## src/rtl/nor_cmd_pkg.sv

```systemverilog
package nor_cmd_pkg;

  typedef enum logic [3:0] {
    ST_READ, ST_UNL1, ST_UNL2, ST_PROG,
    ST_ERS3, ST_ERS4, ST_ERS5, ST_ID, ST_QUERY
  } seqState_t;

  typedef enum logic [1:0] {
    OP_PROG   = 2'd0,
    OP_SECTOR = 2'd1,
    OP_CHIP   = 2'd2
  } opKind_t;

  // strobes from control to datapath
  typedef struct packed {
    logic    capture;
    opKind_t kind;
  } dpStrobe_t;

  // address decode results from datapath to control
  typedef struct packed {
    logic atUnlockA;
    logic atUnlockB;
    logic inBoot;
  } addrFlags_t;

  localparam logic [7:0] CMD_KEY1   = 8'hAA;
  localparam logic [7:0] CMD_KEY2   = 8'h55;
  localparam logic [7:0] CMD_PROG   = 8'hA0;
  localparam logic [7:0] CMD_ESETUP = 8'h80;
  localparam logic [7:0] CMD_IDENT  = 8'h90;
  localparam logic [7:0] CMD_QUERY  = 8'h98;
  localparam logic [7:0] CMD_CHIP   = 8'h10;
  localparam logic [7:0] CMD_SECTOR = 8'h30;
  localparam logic [7:0] CMD_EXIT   = 8'hF0;

endpackage

```

## src/rtl/nor_cmd_dp.sv

```systemverilog
module nor_cmd_dp
  import nor_cmd_pkg::*;
#(
  parameter int ADDR_W     = 22,
  parameter int DATA_W     = 16,
  parameter int BOOT_WORDS = 32768,
  parameter int UNLOCK_A   = 'h555,
  parameter int UNLOCK_B   = 'h2AA
) (
  input  logic              clk,
  input  logic              rstN,
  input  logic [ADDR_W-1:0] addr,
  input  logic [DATA_W-1:0] data,
  input  dpStrobe_t         strobe,
  output addrFlags_t        flags,
  output logic [7:0]        cmdByte,
  output logic [ADDR_W-1:0] opAddr,
  output logic [DATA_W-1:0] opData,
  output logic [1:0]        opKind
);

  localparam logic [ADDR_W-1:0] KEY_A_ADDR = ADDR_W'(UNLOCK_A);
  localparam logic [ADDR_W-1:0] KEY_B_ADDR = ADDR_W'(UNLOCK_B);
  localparam logic [ADDR_W-1:0] BOOT_BASE  = ADDR_W'((64'd1 << ADDR_W) - 64'(BOOT_WORDS));

  assign cmdByte         = data[7:0];
  assign flags.atUnlockA = (addr == KEY_A_ADDR);
  assign flags.atUnlockB = (addr == KEY_B_ADDR);

  generate
    if (BOOT_WORDS > 0) begin : g_boot
      assign flags.inBoot = (addr >= BOOT_BASE);
    end else begin : g_noBoot
      assign flags.inBoot = 1'b0;
    end
  endgenerate

  always_ff @(posedge clk or negedge rstN) begin
    if (!rstN) begin
      opAddr <= '0;
      opData <= '0;
      opKind <= OP_PROG;
    end else if (strobe.capture) begin
      opAddr <= addr;
      opData <= data;
      opKind <= strobe.kind;
    end
  end

endmodule

```

## src/rtl/nor_cmd_ctrl.sv

```systemverilog
module nor_cmd_ctrl
  import nor_cmd_pkg::*;
(
  input  logic       clk,
  input  logic       rstN,
  input  logic       strobeValid,
  input  logic       ceN,
  input  logic       oeN,
  input  logic       weN,
  input  logic       wpN,
  input  addrFlags_t flags,
  input  logic [7:0] cmdByte,
  output dpStrobe_t  strobe,
  output logic       opAccept,
  output logic       inQuery,
  output logic       inIdMode,
  output logic       progPending,
  output logic       erasePending
);

  seqState_t state, nextState;
  logic      wrOk, locked;

  assign wrOk   = strobeValid && !ceN && !weN && oeN;
  assign locked = flags.inBoot && !wpN;

  always_comb begin
    nextState      = state;
    strobe.capture = 1'b0;
    strobe.kind    = OP_PROG;
    if (wrOk) begin
      unique case (state)
        ST_READ:  if (flags.atUnlockA && cmdByte == CMD_KEY1) nextState = ST_UNL1;
        ST_UNL1:  nextState = (flags.atUnlockB && cmdByte == CMD_KEY2) ? ST_UNL2 : ST_READ;
        ST_UNL2: begin
          nextState = ST_READ;
          if (flags.atUnlockA) begin
            unique case (cmdByte)
              CMD_PROG:   nextState = ST_PROG;
              CMD_ESETUP: nextState = ST_ERS3;
              CMD_IDENT:  nextState = ST_ID;
              CMD_QUERY:  nextState = ST_QUERY;
              default:    nextState = ST_READ;
            endcase
          end
        end
        ST_PROG: begin
          nextState      = ST_READ;
          strobe.capture = !locked;
        end
        ST_ERS3:  nextState = (flags.atUnlockA && cmdByte == CMD_KEY1) ? ST_ERS4 : ST_READ;
        ST_ERS4:  nextState = (flags.atUnlockB && cmdByte == CMD_KEY2) ? ST_ERS5 : ST_READ;
        ST_ERS5: begin
          nextState = ST_READ;
          if (cmdByte == CMD_SECTOR && !locked) begin
            strobe.capture = 1'b1;
            strobe.kind    = OP_SECTOR;
          end else if (cmdByte == CMD_CHIP && flags.atUnlockA && wpN) begin
            strobe.capture = 1'b1;
            strobe.kind    = OP_CHIP;
          end
        end
        ST_ID, ST_QUERY: if (cmdByte == CMD_EXIT) nextState = ST_READ;
        default:  nextState = ST_READ;
      endcase
    end
  end

  always_ff @(posedge clk or negedge rstN) begin
    if (!rstN) begin
      state    <= ST_READ;
      opAccept <= 1'b0;
    end else begin
      state    <= nextState;
      opAccept <= strobe.capture;
    end
  end

  assign inQuery      = (state == ST_QUERY);
  assign inIdMode     = (state == ST_ID);
  assign progPending  = (state == ST_PROG);
  assign erasePending = (state == ST_ERS3) || (state == ST_ERS4) || (state == ST_ERS5);

endmodule

```

## src/rtl/nor_cmd_decoder.sv

```systemverilog
module nor_cmd_decoder
  import nor_cmd_pkg::*;
#(
  parameter int ADDR_W     = 22,
  parameter int DATA_W     = 16,
  parameter int BOOT_WORDS = 32768,
  parameter int UNLOCK_A   = 'h555,
  parameter int UNLOCK_B   = 'h2AA
) (
  input  logic              clk,
  input  logic              rstN,
  input  logic              strobeValid,
  input  logic              ceN,
  input  logic              oeN,
  input  logic              weN,
  input  logic              wpN,
  input  logic [ADDR_W-1:0] addr,
  input  logic [DATA_W-1:0] data,
  output logic              inQuery,
  output logic              inIdMode,
  output logic              progPending,
  output logic              erasePending,
  output logic              opAccept,
  output logic [1:0]        opKind,
  output logic [ADDR_W-1:0] opAddr,
  output logic [DATA_W-1:0] opData
);

  dpStrobe_t  strobe;
  addrFlags_t flags;
  logic [7:0] cmdByte;

  nor_cmd_ctrl u_ctrl (
    .clk(clk), .rstN(rstN), .strobeValid(strobeValid),
    .ceN(ceN), .oeN(oeN), .weN(weN), .wpN(wpN),
    .flags(flags), .cmdByte(cmdByte), .strobe(strobe),
    .opAccept(opAccept), .inQuery(inQuery), .inIdMode(inIdMode),
    .progPending(progPending), .erasePending(erasePending)
  );

  nor_cmd_dp #(
    .ADDR_W(ADDR_W), .DATA_W(DATA_W), .BOOT_WORDS(BOOT_WORDS),
    .UNLOCK_A(UNLOCK_A), .UNLOCK_B(UNLOCK_B)
  ) u_dp (
    .clk(clk), .rstN(rstN), .addr(addr), .data(data),
    .strobe(strobe), .flags(flags), .cmdByte(cmdByte),
    .opAddr(opAddr), .opData(opData), .opKind(opKind)
  );

endmodule

```

## config.mk

```make
export PLATFORM = sky130hd
export DESIGN_NAME = nor_cmd_decoder
export DESIGN_NICKNAME = d
export VERILOG_FILES = /design/src/rtl/nor_cmd_pkg.sv /design/src/rtl/nor_cmd_dp.sv /design/src/rtl/nor_cmd_ctrl.sv /design/src/rtl/nor_cmd_decoder.sv
export SDC_FILE = /design/constraint.sdc
export NUM_CORES = 1
export LEC_CHECK = 0
export BUFFER_PORTS_ARGS = -buffer_cell sky130_fd_sc_hd__buf_4
export CORE_ASPECT_RATIO = 0.6
export CORE_MARGIN = 4
export CORE_UTILIZATION = 42
export DETAILED_ROUTE_END_ITERATION = 7
export PLACE_DENSITY = 0.7
export SYNTH_ARGS = -nofsm -noshare
export SYNTH_HDL_FRONTEND = slang
export SYNTH_SLANG_ARGS = --single-unit
```

## constraint.sdc

```tcl
create_clock -name clk -period 2.4 [get_ports clk]
set_input_delay 0.48 -clock clk [delete_from_list [all_inputs] [get_ports clk]]
set_output_delay 0.48 -clock clk [all_outputs]
set_load 0.1 [all_outputs]
```

; Word-level counts from Yosys, hierarchy flattened
; Cells that the tools add are included.
[word_totals]
regBits = 45
inputBits = 45
output_inout_bits = 45
wordCells = 58
[classes]
n_lt_le_gt_ge = 1
n_eq_ne = 21
n_mux = 13
n_reduce_logical = 18
[op_table]
columns = op, n
row1 = $eq A8 B8 Y1 const B, 6
row2 = $pmux W4 S6, 1
row3 = $eq A22 B10 Y1 const B, 1
row4 = $eq A22 B11 Y1 const B, 1
row5 = $ge A22 B22 Y1 const B, 1
row6 = $eq A4 B3 Y1 const B, 4
row7 = $pmux W4 S4, 1
row8 = $mux W3, 5
row9 = $mux W4, 3
row10 = $logic_and A1 B1 Y1, 9
row11 = $eq A4 B2 Y1 const B, 2
row12 = $eq A8 B5 Y1 const B, 1
row13 = $eq A8 B6 Y1 const B, 1
row14 = $eq A8 B7 Y1 const B, 1
row15 = $eq A4 B1 Y1 const B, 1
row16 = $eq A4 B4 Y1 const B, 1
row17 = $logic_not A1 Y1, 4
row18 = $logic_not A4 Y1, 1
row19 = $mux W2, 2
row20 = $ne A2 B1 Y1 const B, 2
row21 = $reduce_and A3 Y1, 1
row22 = $logic_or A1 B1 Y1, 2
row23 = $pmux W1 S2, 1
row24 = $reduce_or A2 Y1, 1

; Logic depth before layout (Yosys ltp)
; Gate-level depths: netlist (run 1).
[logic_depth]
ltp_word = 7
mapped_depth = 7
depth_no_buf = 5

; By module
; Synthesis (run 1) repeated with hierarchy kept, for this count alone.
[unflattened]
cells_unflattened = 181
hier_area_um2 = 2152.1
[modules_own_cells]
columns = module, instances, cells_per_inst, area_each_um2, seq_area_each_um2
row1 = nor_cmd_dp, 1, 110, 1644.1, 1001.0
row2 = nor_cmd_ctrl, 1, 71, 508.0, 125.1

; Worst setup path after synthesis (run 1)
; No wires, ideal clock.
[synth_path]
kind = register to register
startpoint = register u_ctrl.state[0]
endpoint = register u_ctrl.state[2]
setup_ns = 0.125
arrival_ns = 4.635
t_required_ns = 2.275
setup_slack_ns = -2.359
path_stages_with_launch = 7
path_buffers = 1
period_less_slack_ns = 4.759
cell_sequence = dfrtp_1 -> clkbuf_1 -> nor4b_1 -> o21bai_1 -> a21o_1 -> a21oi_4 -> mux2_2
[synth_via]
elab_chain_cells = 4
word_cells_on_any_way = 12
classes_between = eq/ne: 8 / mux: 1 / reduce/logical: 3
[synth_lines]
columns = item, line
row1 = from (decl), nor_cmd_ctrl.sv:21  ; seqState_t state, nextState;
row2 = from (signal assigned), nor_cmd_ctrl.sv:74  ; state <= nextState;
row3 = $eq A4 B4 Y1 *, n/a
row4 = net inQuery, nor_cmd_decoder.sv:19  ; output logic inQuery,
row5 = $reduce_or A2 Y1 *, nor_cmd_ctrl.sv:32  ; unique case (state)
row6 = $ne A2 B1 Y1 (no source line), n/a
row7 = $reduce_and A3 Y1 (no source line), n/a
; The timed path passes the listed nets; every way through them passes the cells marked *.
; A chain may end at the register's enable or synchronous reset.

; Worst setup path in the final report (run 1)
[layout_path]
startpoint = register u_ctrl.state[3]
endpoint = output port erasePending
[layout_via]
elab_chain_cells = 3
word_cells_on_any_way = 5
classes_between = eq/ne: 3 / reduce/logical: 2
[layout_lines]
columns = item, line
row1 = $eq A4 B3 Y1, nor_cmd_ctrl.sv:82  ; assign erasePending = (state == ST_ERS3) || (state == ST_ERS4) || (state == ST_ERS5);
row2 = $logic_or A1 B1 Y1, nor_cmd_ctrl.sv:82
row3 = $logic_or A1 B1 Y1 *, nor_cmd_ctrl.sv:82
row4 = to (decl), nor_cmd_decoder.sv:22  ; output logic erasePending,
; Mark *: on every way between the ends. The rest lies on a longest branch, timed or not.

==> flow_summary.toml, run 1 <==
[timing]
post-route-period-util = 0.847
rsz0062_at_grt = "no"
finalMaxSlewViolations = 0
setup_violations = 0
worstMarginPinSlew_ps = 568
fmax_mhz = 492
fin_ws_ps = 366
finClkSkew_ps = 2.90
finalHoldViolCount = 0
slew_headroom = 0.621
hold_ws_ps = 177
min_period_ps = 2030

[synthesis]
ys_seq_area_frac = 0.479
synth_nets = 216
synth.ff_latch_count = 45
synthDistinctLibCells = 43
synth_edf_count = 0
yosysTopAreaCellShare = 0.479
syn-cell-area_um2 = 2350
async_flop_share = 1.00
ys_warn_count = 0
syn_avg_cell_area_um2 = 13.7
yosys.area.top_type = "dfrtp_1"
synthTopCellsByArea = "dfrtp_1 (48%), mux2_4 (24%), buf_6 (1.9%)"
synth_ff_type = "dfrtp_1"
syn_inst = 171

[floorplan]
io_pins = 90
core_um2 = 5230
die_w_um = 105
rows = 20
start_util = 0.449
fp.dieH_um = 65.9
die_area_um2 = 6900

[drt]
vias = 1766
wl_mm = 5.89
drt-initial-drc-count = 92
routedWlPerCell_um = 17.6
drc = 0
ant_nets = 0
first_pass_iters = 4
drt-vias-per-instance = 5.27

[cts]
cts_root_buffer = "clkbuf_8"
cts_buffers = 5
cts-hold-fix-buffers = 0
cts_setup_buffers = 0
cts_sinks = 45
clkTransAtPathRegs_ps = 80
clock_latency_ps = 290
ctsResizeCount = 0
cts_tree = "yes"
htree_num_levels = 2
clockBufferDepth = 2

[place]
port-buffer-count = 89
placed_cell_area_um2 = 3160
post-place-cells = 327
gp_congestion = 0.904
dpl_worst_slack_ps = 159
dp_hpwl_mm = 4.60

[worst_setup_path]
crit_type = "flip-flop to primary output"
crit_arrival_ps = 1550
critical_path.max_fanout = 10
rr_worst_depth = 6
cp-startpoint = "u_ctrl.state[3]$_DFFE_PN0P_"
start_kind = "flip-flop"
reg2reg_to = "u_dp.opAddr[11]$_DFFE_PN0P_"
endpoint_kind = "primary output"
ff2ff_setup_slack_ps = 430
crit_path_end = "erasePending"
critPathRequiredTime_ps = 1920
rr_startpoint = "u_ctrl.state[3]$_DFFE_PN0P_"

[power_and_ir_drop]
p_per_area_nw_per_um2 = 957
vdd_drop_max_v = 0.000733
leakagePower_uw = 0.00171

[final_layout]
mostFrequentLayoutCells = "buf_4 (96), dfrtp_1 (45), mux2_4 (38), nor2_1 (7), nor4_1 (7)"
fin_area_um2 = 3240
drive_gt1_frac = 0.587
layout.nets = 313
final_common_cell = "buf_4"
diodes = 0
synthToLayoutAreaGrowth_pct = 38.0
finalNonFillerCells = 335

[run]
cap_viol_max_count = 0

[min_path]
hp-class = "primary input to asynchronous set/reset pin"

[grt]
grt_max_degree = 46
antenna_found_initial = 0
grt_pass1_vias = 1821
grt_overflow_total = 0
grt_util_all_layers = 0.173
grt_pass1_wl_mm = 9.47

[run_status]
outcome = "finished, final reports clean"
==> Yosys cell counts, types with 2 or more instances <==
library cell   n
nand4b_1       2
buf_6          4
nor4bb_1       2
mux2_4        38
nor4_1         7
nand4bb_1      2
nand2_1        4
nand2b_1       4
nor2_1         8
a21o_1         2
mux2_2         3
and4b_1        2
and4bb_2       2
nor4b_1        3
or3_1          3
nand4_1        4
dfrtp_1       45
inv_1          3
nor3b_1        2
nor3_1         5
nand3_1        4
==> worst min-delay path by stage <==
stage / end / startpoint / depth (start not counted) / slack [ps]
global route: u_dp.opAddr[1]$_DFFE_PN0P_ / rstN / 1 / 230
finish: u_dp.opData[8]$_DFFE_PN0P_ / rstN / 1 / 180
floorplan: u_ctrl.opAccept$_DFF_PN0_ / rstN / 0 / 180
detailed placement: u_dp.opKind[1]$_DFFE_PN0P_ / u_dp.opKind[1]$_DFFE_PN0P_ / 1 / 470
global placement: u_dp.opKind[1]$_DFFE_PN0P_ / u_dp.opKind[1]$_DFFE_PN0P_ / 1 / 480
CTS: u_dp.opData[8]$_DFFE_PN0P_ / rstN / 1 / 200
==> cells by family (layout without fill, tap and decap cells) <==
kind of cell	Yosys count	count (layout)	synth area share
simple gates	62	62	0.187
xor+xnor	1	1	0.00373
flops	45	45	0.479
buf+inv	11	109	0.0330
mux	42	42	0.261
compound gates	10	10	0.0357
==> where the power goes <==
group,switching [uW],internal [uW]
sequential,88.0,899
combinational,1210,451
clock,246,206
==> layout make-up <==
cell class,instances,area (um2)
inverter,3,11.3
clock inverter,1,7.51
multi-input combinational,115,1180
timing repair buffer,98,761
sequential,45,1130
tap,66,82.6
fill,405,1990
clock buffer,7,76.3
==> registers in the layout, summed over array words and instances, names as in the netlist <==
signal,count
u_ctrl.opAccept,1
u_ctrl.state,4
u_dp.opAddr,22
u_dp.opData,16
u_dp.opKind,2
==> per-stage QoR <==
step	utilization	TNS [ps]	total power (uW)
after global routing	0.620	0	3230
after global placement	0.604	0	2660
after CTS	0.620	0	3130
after detailed placement	0.604	0	2670
final	0.620	0	3100
after floorplan	-	-102	2290
==> metal layers <==
layer,track usage,wire [um],vias up
met5,0,0,-
met4,0.0199,12,0
met3,0.0624,565,2
met2,0.243,2360,80
met1,0.260,2950,843
li1,-,-,841
==> worst max-delay path: stages (launching register included) <==
cell      delay (ps)
dfrtp_1          400
buf_4            180
nand2b_1         240
a21oi_2          140
buf_4            300
No activity file was read; power rests on OpenSTA's default activity.
==> run 2, diff against run 1 <==
==> constraint.sdc (replaced) <==
create_clock -name clk -period 2.01 [get_ports clk]
set_input_delay 0.402 -clock clk [delete_from_list [all_inputs] [get_ports clk]]
set_output_delay 0.402 -clock clk [all_outputs]
set_load 0.1 [all_outputs]
==> flow_summary.toml, run 2 (synthesized netlist as in run 1, its figures left out) <==
[final_layout]
largest_reg_flops = 22
layout.nets = 347
final_common_cell = "buf_4"
regMostFlops = "u_dp.opAddr"
synthToLayoutAreaGrowth_pct = 50.6
mostFrequentLayoutCells = "buf_4 (127), dfrtp_1 (45), mux2_4 (38), nor2_1 (7), nor4_1 (7)"
diodes = 0
finalNonFillerCells = 369
reg.largest.list = "u_dp.opAddr x22, u_dp.opData x16, u_ctrl.state x4"
drive_gt1_frac = 0.640
fillCellCount = 396

[grt]
antenna_found_initial = 0
grt_pass1_wl_mm = 10.3
grt_util_all_layers = 0.191
grt_max_degree = 46
grt_overflow_total = 0
grt_pass1_vias = 2022

[cts]
cts_root_buffer = "clkbuf_8"
cts_tree = "yes"
htree_num_levels = 2
cts_sinks = 45
cts_buffers = 5
clock_latency_ps = 300
cts-hold-fix-buffers = 0
clkTransAtPathRegs_ps = 90
clockBufferDepth = 2

[timing]
rsz0062_at_grt = "yes"
fmax_mhz = 516
finalMaxSlewViolations = 0
finalHoldViolCount = 0
hold_ws_ps = 77.3
setup_violations = 0
worstMarginPinSlew_ps = 557
min_period_ps = 1940
slew_headroom = 0.628
finClkSkew_ps = 5.84
post-route-period-util = 0.963

[drt]
wl_mm = 6.34
routedWlPerCell_um = 17.2
first_pass_iters = 4
drt-initial-drc-count = 72
ant_nets = 0
drc = 0
drt-vias-per-instance = 5.08
vias = 1875

[power_and_ir_drop]
vdd_drop_max_v = 0.000769
leakagePower_uw = 0.00188
p_per_area_nw_per_um2 = 1080
total_power_uw = 3810

[floorplan]
fp.dieH_um = 65.9
die_area_um2 = 6900
start_util = 0.449
core_um2 = 5230
io_pins = 90
rows = 20
die_w_um = 105

[place]
gp_congestion = 0.889
post-place-cells = 361
port-buffer-count = 89
dp_hpwl_mm = 4.94

[worst_setup_path]
critPathRequiredTime_ps = 2200
endpoint_kind = "flip-flop"
start_kind = "primary input"
cp-startpoint = "data[2]"
crit_type = "primary input to flip-flop"
critical_path.max_fanout = 4
rr_startpoint = "u_ctrl.state[3]$_DFFE_PN0P_"
crit_arrival_ps = 2130

[run_status]
outcome = "finished, final reports clean"

[run]
cap_viol_max_count = 0

[min_path]
hp-class = "primary input to asynchronous set/reset pin"
-- run 2: changes by cell type in the layout (fill, tap and decap cells not counted), sizes merged --
cell	delta
inv	+1
buf	+34
clkinv	+1
clkbuf	-2
-- run 2: final timing paths --
check	end	slack, ps	cells after the start
min reg2reg	u_dp.opKind[1]$_DFFE_PN0P_	490	1
min	u_dp.opData[7]$_DFFE_PN0P_	80	1
max in group asynchronous	u_dp.opAddr[5]$_DFFE_PN0P_	1550	1
max	u_ctrl.state[3]$_DFFE_PN0P_	70	6
min in group clk	u_dp.opData[14]$_DFFE_PN0P_	320	2
max reg2reg	u_dp.opData[2]$_DFFE_PN0P_	90	7
-- run 2: repair_timing --
item,in CTS,in global routing
buffers inserted,0,0
endpoints found under the setup margin,0,42
gates resized for setup,0,10
-- run 2: metrics by stage --
step                      TNS [ps]  cell area [um2]   util  worst slack [ps]
after detailed placement     -6700             3400  0.650              -213
after global placement       -5590             3400  0.650              -235
after CTS                        0             3490  0.668             0.861
final                            0             3540  0.677              73.8
after global routing         -12.7             3540  0.677             -8.09
after floorplan              -2190             2390      -              -441
-- run 2: layout make-up --
type,count,area [um2],share of cell area
clock buffers,5,68.8,0.0194
repair buffers,132,1030,0.291
inverters,3,11.3,0.00318
well taps,66,82.6,0.0233
clock inverters,3,25.0,0.00707
flip-flops and latches,45,1130,0.318
multi-input cells,115,1190,0.337
-- run 2: report_power, final --
part           total, uW  switching (uW)  internal, uW  leakage (uW)
clock                588             337           251     0.0000447
sequential          1190             119          1070      0.000617
combinational       2030            1470           568       0.00122
-- run 2: layer usage --
metal	GRT usage	vias to the layer above	share of wire
met4	0.0398	0	0.0057
li1	-	901	-
met2	0.281	77	0.41
met5	0	-	0
met1	0.276	892	0.51
met3	0.0566	5	0.080
-- run 2: critical path, stage by stage --
cell	delay, ps
buf_4	130
nor4b_1	510
nand3_1	160
or3_1	380
a21oi_4	180
mux2_2	360
==> run 3, diff against run 2 <==
==> constraint.sdc (replaced) <==
create_clock -name clk -period 2 [get_ports clk]
set_input_delay 0.4 -clock clk [delete_from_list [all_inputs] [get_ports clk]]
set_output_delay 0.4 -clock clk [all_outputs]
set_load 0.1 [all_outputs]
==> flow_summary.toml, run 3 (synthesized netlist as in run 1, its figures left out) <==
[worst_setup_path]
path_cells = "buf_6, nand2b_1, buf_4, a21oi_4, buf_12"
reg2reg_to = "u_dp.opAddr[11]$_DFFE_PN0P_"
cpPeakStageDelay_ps = 430
rr_startpoint = "u_ctrl.state[3]$_DFFE_PN0P_"
critical_path.max_fanout = 10
rr_worst_depth = 7
crit_type = "flip-flop to primary output"
start_kind = "flip-flop"
crit_path_end = "erasePending"
crit_slowest_cell = "dfrtp_1"
ff2ff_setup_slack_ps = 80
cp-startpoint = "u_ctrl.state[3]$_DFFE_PN0P_"
critPathRequiredTime_ps = 1600
crit_arrival_ps = 1540
endpoint_kind = "primary output"

[place]
post-place-cells = 362
port-buffer-count = 89
dp_hpwl_mm = 4.98
gp_congestion = 0.889

[final_layout]
diodes = 0
synthToLayoutAreaGrowth_pct = 52.6
layout.nets = 348
mostFrequentLayoutCells = "buf_4 (126), dfrtp_1 (45), mux2_4 (38), nor2_1 (7), nor4_1 (7)"
largest_reg_flops = 22
finalNonFillerCells = 370
regMostFlops = "u_dp.opAddr"
final_common_cell = "buf_4"
drive_gt1_frac = 0.641
reg.largest.list = "u_dp.opAddr x22, u_dp.opData x16, u_ctrl.state x4"

[drt]
ant_nets = 0
drt-vias-per-instance = 5.19
drc = 0
routedWlPerCell_um = 17.2
first_pass_iters = 4
wl_mm = 6.37
drt-initial-drc-count = 83
vias = 1919

[cts]
clkTransAtPathRegs_ps = 80
cts_sinks = 45
clockBufferDepth = 2
clock_latency_ps = 290
cts_tree = "yes"
cts_root_buffer = "clkbuf_8"
cts_buffers = 5
htree_num_levels = 2

[power_and_ir_drop]
vdd_drop_max_v = 0.000960
leakagePower_uw = 0.00190
p_per_area_nw_per_um2 = 1100

[grt]
grt_pass1_wl_mm = 10.2
grt_pass1_vias = 2000
grt_max_degree = 46
grt_util_all_layers = 0.191
grt_overflow_total = 0
antenna_found_initial = 0

[timing]
finClkSkew_ps = 3.09
min_period_ps = 1940
fin_setup_tns_ps = 0
post-route-period-util = 0.968
fmax_mhz = 516
finalMaxSlewViolations = 0
worstMarginPinSlew_ps = 550
slew_headroom = 0.633
setup_violations = 0
finalHoldViolCount = 0

[floorplan]
start_util = 0.449
die_w_um = 105
io_pins = 90
rows = 20
fp.dieH_um = 65.9
die_area_um2 = 6900
core_um2 = 5230

[run]
cap_viol_max_count = 0

[min_path]
hp-class = "primary input to asynchronous set/reset pin"

[run_status]
outcome = "finished, final reports clean"
[run 3: cell types whose count changed in the layout (fill, tap and decap cells not counted), sizes merged]
cell | previous run | this run
buf | 132 | 133
bufinv | 0 | 1
clkbuf | 5 | 6
clkinvlp | 1 | 0
inv | 4 | 3
[run 3: critical path, delay by kind of cell (launching register included)]
kind / cells / cell delay, ps
buffers and inverters: 3 / 520
and+or+nand+nor: 1 / 150
AOI/OAI and AO/OA: 1 / 130
DFF: 1 / 430
[run 3: how the worst min path moves through the flow]
stage	from	endpoint	slack, ps
2_1_floorplan	rstN	u_ctrl.opAccept$_DFF_PN0_	100
3_3_place_gp	rstN	u_dp.opData[9]$_DFFE_PN0P_	440
3_5_place_dp	rstN	u_dp.opData[9]$_DFFE_PN0P_	430
4_1_cts	rstN	u_dp.opAddr[10]$_DFFE_PN0P_	100
5_1_grt	rstN	u_dp.opData[11]$_DFFE_PN0P_	130
6_report	rstN	u_dp.opData[9]$_DFFE_PN0P_	90
[run 3: routing by layer]
| layer | track usage | routed length [um] | vias to the layer above |
|---|---|---|---|
| met4 | 0.0415 | 42 | 0 |
| met3 | 0.0673 | 618 | 5 |
| li1 | - | - | 901 |
| met5 | 0 | 0 | - |
| met2 | 0.283 | 2710 | 86 |
| met1 | 0.268 | 3010 | 927 |
[run 3: where the power goes]
| part | internal (uW) | total (uW) | switching, uW |
|---|---|---|---|
| clock network | 375 | 678 | 303 |
| registers | 1080 | 1200 | 124 |
| logic | 574 | 2050 | 1470 |
[run 3: final cells by class]
cell class	count	area (um2)
fillers	395	1640
well taps	66	82.6
multi-input cells	115	1200
repair buffers	133	1050
flip-flops and latches	45	1130
clock inverters	2	38.8
inverters	3	11.3
clock buffers	6	72.6
[run 3: what timing repair did]
item                       in CTS  in global routing
pin swaps                       0                  1
resized for setup               2                 13
hold buffers                    0                  0
setup endpoints to repair       2                 41
buffers inserted                0                  0
[run 3: per-stage QoR]
stage	power [uW]	instance area [um2]	utilization	hold slack, ps	setup WS [ps]
finish	3930	3590	0.686	90.3	63.9
CTS	3950	3520	0.674	102	14.4
floorplan	2740	2390	-	104	-451
global placement	3230	3410	0.651	436	-244
global route	4090	3590	0.686	130	-22.3
detailed placement	3250	3410	0.651	432	-199
